**src/rtl/usb_rstdet_pkg.sv**
```systemverilog
package usb_rstdet_pkg;

  // Pair of line levels carried through the synchroniser.
  typedef struct packed {
    logic dp;
    logic dm;
  } usb_lines_t;

  // Idle full-speed state used as synchroniser reset value (not SE0).
  localparam usb_lines_t LINES_IDLE = '{dp: 1'b1, dm: 1'b0};

  // Threshold in reference cycles, rounded up: ceil(khz * ns / 1e6).
  function automatic int unsigned calc_thresh(input int unsigned clk_khz,
                                              input int unsigned dur_ns);
    longint unsigned prod;
    prod = longint'(clk_khz) * longint'(dur_ns);
    return int'((prod + 64'd999_999) / 64'd1_000_000);
  endfunction

endpackage

```
**src/rtl/usb_rstdet_rst_sync.sv**
```systemverilog
module usb_rstdet_rst_sync #(
  parameter int unsigned STAGES = 2
) (
  input  logic clk_i,
  input  logic rst_ni,
  output logic rst_no
);
  logic [STAGES-1:0] chain_q;
  logic [STAGES-1:0] chain_d;

  always_comb begin
    chain_d = {chain_q[STAGES-2:0], 1'b1};
  end

  always_ff @(posedge clk_i or negedge rst_ni) begin
    if (!rst_ni) chain_q <= '0;
    else         chain_q <= chain_d;
  end

  assign rst_no = chain_q[STAGES-1];
endmodule

```
**src/rtl/usb_rstdet_sync.sv**
```systemverilog
module usb_rstdet_sync #(
  parameter int unsigned WIDTH   = 2,
  parameter int unsigned STAGES  = 2,
  parameter logic [WIDTH-1:0] RST_VAL = '0
) (
  input  logic             clk_i,
  input  logic             rst_ni,
  input  logic [WIDTH-1:0] d_i,
  output logic [WIDTH-1:0] q_o
);
  logic [STAGES-1:0][WIDTH-1:0] stg_q;
  logic [STAGES-1:0][WIDTH-1:0] stg_d;

  always_comb begin
    stg_d = {stg_q[STAGES-2:0], d_i};
  end

  always_ff @(posedge clk_i or negedge rst_ni) begin
    if (!rst_ni) stg_q <= {STAGES{RST_VAL}};
    else         stg_q <= stg_d;
  end

  assign q_o = stg_q[STAGES-1];
endmodule

```
**src/rtl/usb_rstdet_timer.sv**
```systemverilog
module usb_rstdet_timer #(
  parameter int unsigned THRESH_CYC = 672,
  localparam int unsigned CW = $clog2(THRESH_CYC + 1)
) (
  input  logic clk_i,
  input  logic rst_ni,
  input  logic se0_i,
  output logic hit_o
);
  localparam logic [CW-1:0] LAST = CW'(THRESH_CYC - 1);
  localparam logic [CW-1:0] SAT  = CW'(THRESH_CYC);

  logic [CW-1:0] cnt_q;
  logic [CW-1:0] cnt_d;
  logic          cnt_en;

  // Count while SE0 lasts, saturate at the threshold (disarmed state),
  // return to zero as soon as either line is high (re-armed).
  always_comb begin
    cnt_d  = cnt_q;
    cnt_en = 1'b0;
    if (!se0_i) begin
      cnt_d  = '0;
      cnt_en = (cnt_q != '0);
    end else if (cnt_q != SAT) begin
      cnt_d  = cnt_q + CW'(1);
      cnt_en = 1'b1;
    end
  end

  always_ff @(posedge clk_i or negedge rst_ni) begin
    if (!rst_ni)     cnt_q <= '0;
    else if (cnt_en) cnt_q <= cnt_d;
  end

  assign hit_o = se0_i && (cnt_q == LAST);
endmodule

```
**src/rtl/usb_rstdet_flag.sv**
```systemverilog
module usb_rstdet_flag (
  input  logic clk_i,
  input  logic rst_ni,
  input  logic hit_i,
  input  logic clr_wr_i,
  input  logic clr_data_i,
  output logic stat_o,
  output logic irq_o
);
  logic stat_q, stat_d;
  logic irq_q, irq_d;
  logic clr_req;

  always_comb begin
    clr_req = clr_wr_i && clr_data_i;
    irq_d   = hit_i;
    // Detection takes precedence over a same-cycle clear.
    if (hit_i)        stat_d = 1'b1;
    else if (clr_req) stat_d = 1'b0;
    else              stat_d = stat_q;
  end

  always_ff @(posedge clk_i or negedge rst_ni) begin
    if (!rst_ni) begin
      stat_q <= 1'b0;
      irq_q  <= 1'b0;
    end else begin
      stat_q <= stat_d;
      irq_q  <= irq_d;
    end
  end

  assign stat_o = stat_q;
  assign irq_o  = irq_q;
endmodule

```
**src/rtl/usb_se0_reset_det.sv**
```systemverilog
module usb_se0_reset_det
  import usb_rstdet_pkg::*;
#(
  parameter int unsigned REF_CLK_KHZ = 48_000,
  parameter int unsigned RESET_NS    = 14_000,
  parameter int unsigned THRESH_CYC  = calc_thresh(REF_CLK_KHZ, RESET_NS),
  parameter int unsigned SYNC_STAGES = 2
) (
  input  logic clk_i,
  input  logic rst_ni,
  input  logic dp_i,
  input  logic dm_i,
  input  logic clr_wr_i,
  input  logic clr_data_i,
  output logic stat_o,
  output logic irq_o
);
  localparam int unsigned LW = $bits(usb_lines_t);

  logic       rst_n_s;
  usb_lines_t lines_raw;
  usb_lines_t lines_s;
  logic       dp_s, dm_s;
  logic       se0;
  logic       hit;

  usb_rstdet_rst_sync #(.STAGES(2)) u_rst_sync (
    .clk_i  (clk_i),
    .rst_ni (rst_ni),
    .rst_no (rst_n_s)
  );

  assign lines_raw = '{dp: dp_i, dm: dm_i};

  usb_rstdet_sync #(
    .WIDTH   (LW),
    .STAGES  (SYNC_STAGES),
    .RST_VAL (LINES_IDLE)
  ) u_line_sync (
    .clk_i  (clk_i),
    .rst_ni (rst_n_s),
    .d_i    (lines_raw),
    .q_o    (lines_s)
  );

  assign dp_s = lines_s.dp;
  assign dm_s = lines_s.dm;
  assign se0  = !dp_s && !dm_s;

  usb_rstdet_timer #(.THRESH_CYC(THRESH_CYC)) u_timer (
    .clk_i  (clk_i),
    .rst_ni (rst_n_s),
    .se0_i  (se0),
    .hit_o  (hit)
  );

  usb_rstdet_flag u_flag (
    .clk_i      (clk_i),
    .rst_ni     (rst_n_s),
    .hit_i      (hit),
    .clr_wr_i   (clr_wr_i),
    .clr_data_i (clr_data_i),
    .stat_o     (stat_o),
    .irq_o      (irq_o)
  );
endmodule

```
**config.mk**
```make
export PLATFORM = sky130hd
export DESIGN_NAME = usb_se0_reset_det
export DESIGN_NICKNAME = d
export VERILOG_FILES = /design/src/rtl/usb_rstdet_pkg.sv /design/src/rtl/usb_rstdet_rst_sync.sv /design/src/rtl/usb_rstdet_sync.sv /design/src/rtl/usb_rstdet_timer.sv /design/src/rtl/usb_rstdet_flag.sv /design/src/rtl/usb_se0_reset_det.sv
export SDC_FILE = /design/constraint.sdc
export NUM_CORES = 1
export LEC_CHECK = 0
export ABC_AREA = 1
export BUFFER_PORTS_ARGS = -buffer_cell sky130_fd_sc_hd__buf_2
export CORE_ASPECT_RATIO = 1.2
export CORE_MARGIN = 2
export CORE_UTILIZATION = 50
export DETAILED_ROUTE_END_ITERATION = 16
export GPL_ROUTABILITY_DRIVEN = 0
export GPL_TIMING_DRIVEN = 0
export PLACE_DENSITY = 0.72
export SYNTH_ARGS = -nofsm -noshare
export SYNTH_HDL_FRONTEND = slang
export SYNTH_SLANG_ARGS = --single-unit
```
**constraint.sdc**
```tcl
create_clock -name clk_i -period 0.8 [get_ports clk_i]
set_clock_uncertainty 0.05 [all_clocks]
set_input_delay 0.16 -clock clk_i [delete_from_list [all_inputs] [get_ports clk_i]]
set_output_delay 0.16 -clock clk_i [all_outputs]
set_load 0.02 [all_outputs]
```
==> flow_summary.json <==
{
  "antenna_left": 0,
  "setup_ws_ns": -0.4838,
  "fillCellCount": 144,
  "start_kind": "flop",
  "start_util": 0.5188,
  "r2r_slack_ns": -0.48,
  "hp-start": "clr_data_i",
  "nets": 121,
  "cts_max_level": 1,
  "cts_buffers": 3,
  "hold_viol": 0,
  "synth-seq-cells": 18,
  "layout_common_cells": "nand2_1 (19), dfrtp_1 (12), nor2_1 (10)",
  "die-area_mm2": 0.002005,
  "cp_slowest_cell": "dfrtp_1",
  "maxCapViolations": 0,
  "yosysUniqueCellTypes": 18,
  "drtIter0Drc": 21,
  "cts_tree": "done",
  "holdPathStages": 4,
  "clock_path_buffers": 2,
  "place_inst": 123,
  "grt-ovfl-total": 0,
  "syn_to_final_growth_pct": 23.65,
  "max_freq_ghz": 0.7790,
  "reg2regPathDepth": 7,
  "endpoint_kind": "flop",
  "crit_type": "reg -> reg",
  "hold_class": "in -> reg",
  "final_common_cell": "nand2_1",
  "status": "finished, violations left",
  "whs_ns": 0.04520,
  "drt-vias-per-instance": 5.254,
  "die_h_um": 48.66,
  "critPathArrivalTime_ns": 1.47,
  "wl_mm": 1.732,
  "grt_pass1_vias": 673,
  "syn_nets": 106,
  "clk_pin_slew_ns": 0.10,
  "syn-cell-area_um2": 830.8,
  "dr.pass1.iters": 4,
  "total_power_uw": 1997,
  "rr_endpoint": "u_timer.cnt_q[1]",
  "ys_seq_area_frac": 0.5452,
  "ir_drop_mv": 1.244,
  "num_rows": 16,
  "post_cts_buffers": 0,
  "critical_path_peak_fanout": 5,
  "report.final.slew_viol_count": 0,
  "crit_family": "simple AND/OR/NAND/NOR gates",
  "drc": 0,
  "clkLatencyLatePin_ns": 0.30,
  "syn_avg_cell_area_um2": 8.478,
  "period_minus_slack_ns": 1.284,
  "period_share": 1.605,
  "fin_util": 0.6414,
  "max_stage_delay_ns": 0.45,
  "powerDensity_mw_per_mm2": 1944,
  "die_w_um": 41.21,
  "finalSetupViolations": 14,
  "rsz0062_at_grt": "true",
  "failed_checks": "negative setup slack",
  "grt_pass1_wl_mm": 2.760,
  "synth_cells": 98,
  "p_leak_uw": 0.0004601,
  "grt_use_total": 0.2070,
  "required_ns": 0.99,
  "worstHoldEndpoint": "u_flag.stat_o",
  "wl_per_cell_um": 13.32,
  "cts_num_sinks": 18,
  "yosysWarnings": 0,
  "finalNonFillerCells": 130,
  "core_mm2": 0.001602,
  "io_pins": 8,
  "dp_hpwl_mm": 1.169,
  "port_buffers": 7,
  "timing.rr.start": "u_timer.cnt_q[3]",
  "cpMostUsedCell": "nand2_2",
  "grt_max_degree": 17,
  "antenna_cells": 0,
  "grt_antenna_before_repair": 0,
  "route.vias.total": 683,
  "cp_cell_sequence": "nor2_1, nand2_2, nor2_2, nand2_2, nand2_2, nand3_2, nand2_1",
  "cts_root_buf": "clkbuf_4",
  "drive_gt1_frac": 0.3661,
  "crit_buf_inv": 0
}
## registers in the layout, indices dropped and copies added, names as in the netlist
name,flops
u_flag.irq_o,1
u_timer.cnt_q,10
u_flag.stat_o,1
u_line_sync.stg_d,2
u_line_sync.q_o,2
u_rst_sync.chain_q,2
## layout make-up
class                           instances  area (µm²)  area share
Timing Repair Buffer                   10       77.57     0.07552
Tap cell                               18       22.52     0.02192
Clock buffer                            4       36.28     0.03532
Multi-Input combinational cell         66       380.4      0.3703
Inverter                               14       52.55     0.05116
Sequential cell                        18       457.9      0.4458
## worst max path at each step
stage,start,to,slack [ns],cells after the start
after floorplan,u_timer.cnt_q[0],u_timer.cnt_q[0],-0.33,8
after global placement,u_timer.cnt_q[0],u_timer.cnt_q[0],-0.41,8
after detailed placement,u_timer.cnt_q[0],u_timer.cnt_q[1],-0.46,8
after CTS,u_timer.cnt_q[0],u_timer.cnt_q[1],-0.46,8
after global routing,u_timer.cnt_q[1],u_timer.cnt_q[1],-0.56,8
final,u_timer.cnt_q[3],u_timer.cnt_q[1],-0.48,7
## power by group
group          internal, µW  switching, µW  leakage, µW
clock                   278            294    0.0000210
combinational           156            199     0.000212
sequential              981           88.6     0.000227
total                  1420            582     0.000460
## synthesized netlist by cell type
cell | instances | area, µm²
nand2_1 | 24 | 90.09
dfrtp_1 | 16 | 400.4
inv_1 | 12 | 45.04
nor2_1 | 11 | 41.29
nand3_1 | 5 | 25.02
nor3_1 | 5 | 25.02
a21oi_1 | 3 | 15.01
nand2_2 | 3 | 18.77
nor2_2 | 3 | 18.77
o21ai_1 | 3 | 15.01
dfstp_2 | 2 | 52.55
ha_1 | 2 | 25.02
inv_2 | 2 | 7.510
nand4_1 | 2 | 12.51
o21ai_2 | 2 | 17.52
a31oi_1 | 1 | 6.260
conb_1 | 1 | 3.750
nor2_4 | 1 | 11.26
## metrics by stage
step | worst slack, ns | TNS [ns] | cell area, µm²
2_1_floorplan | -0.3271 | -2.787 | 848.3
4_1_cts | -0.4569 | -4.826 | 991.0
6_report | -0.4838 | -5.072 | 1027
3_5_place_dp | -0.4582 | -4.079 | 905.9
3_3_place_gp | -0.4092 | -3.678 | 905.9
5_1_grt | -0.5611 | -6.031 | 1027
## repair_timing
item	4_1_cts	5_1_grt
resized for setup	7	12
endpoints found under the hold margin	4	0
setup endpoints to repair	14	30
hold buffers	3	0
pin swaps	1	4
## worst register-to-register path, delay by kind of cell, from the launching register on
family | cells | cell delay, ns
flops | 1 | 0.45
simple gates | 7 | 0.72
## cells by family after synthesis
logic type | share of synthesized area
other cells | 0.004514
compound gates | 0.06476
buf+inv | 0.06325
simple gates | 0.2922
flops | 0.5452
fa+ha+maj | 0.03012
## per-layer routing
layer | vias to the layer above | wire length [µm] | track usage
li1 | 334 | - | -
met2 | 16 | 948 | 0.3229
met4 | 0 | 42 | 0.1237
met1 | 329 | 700 | 0.2469
met5 | - | 0 | 0
met3 | 4 | 41 | 0.04128
Note: power is estimated with default switching activity, not from simulation.
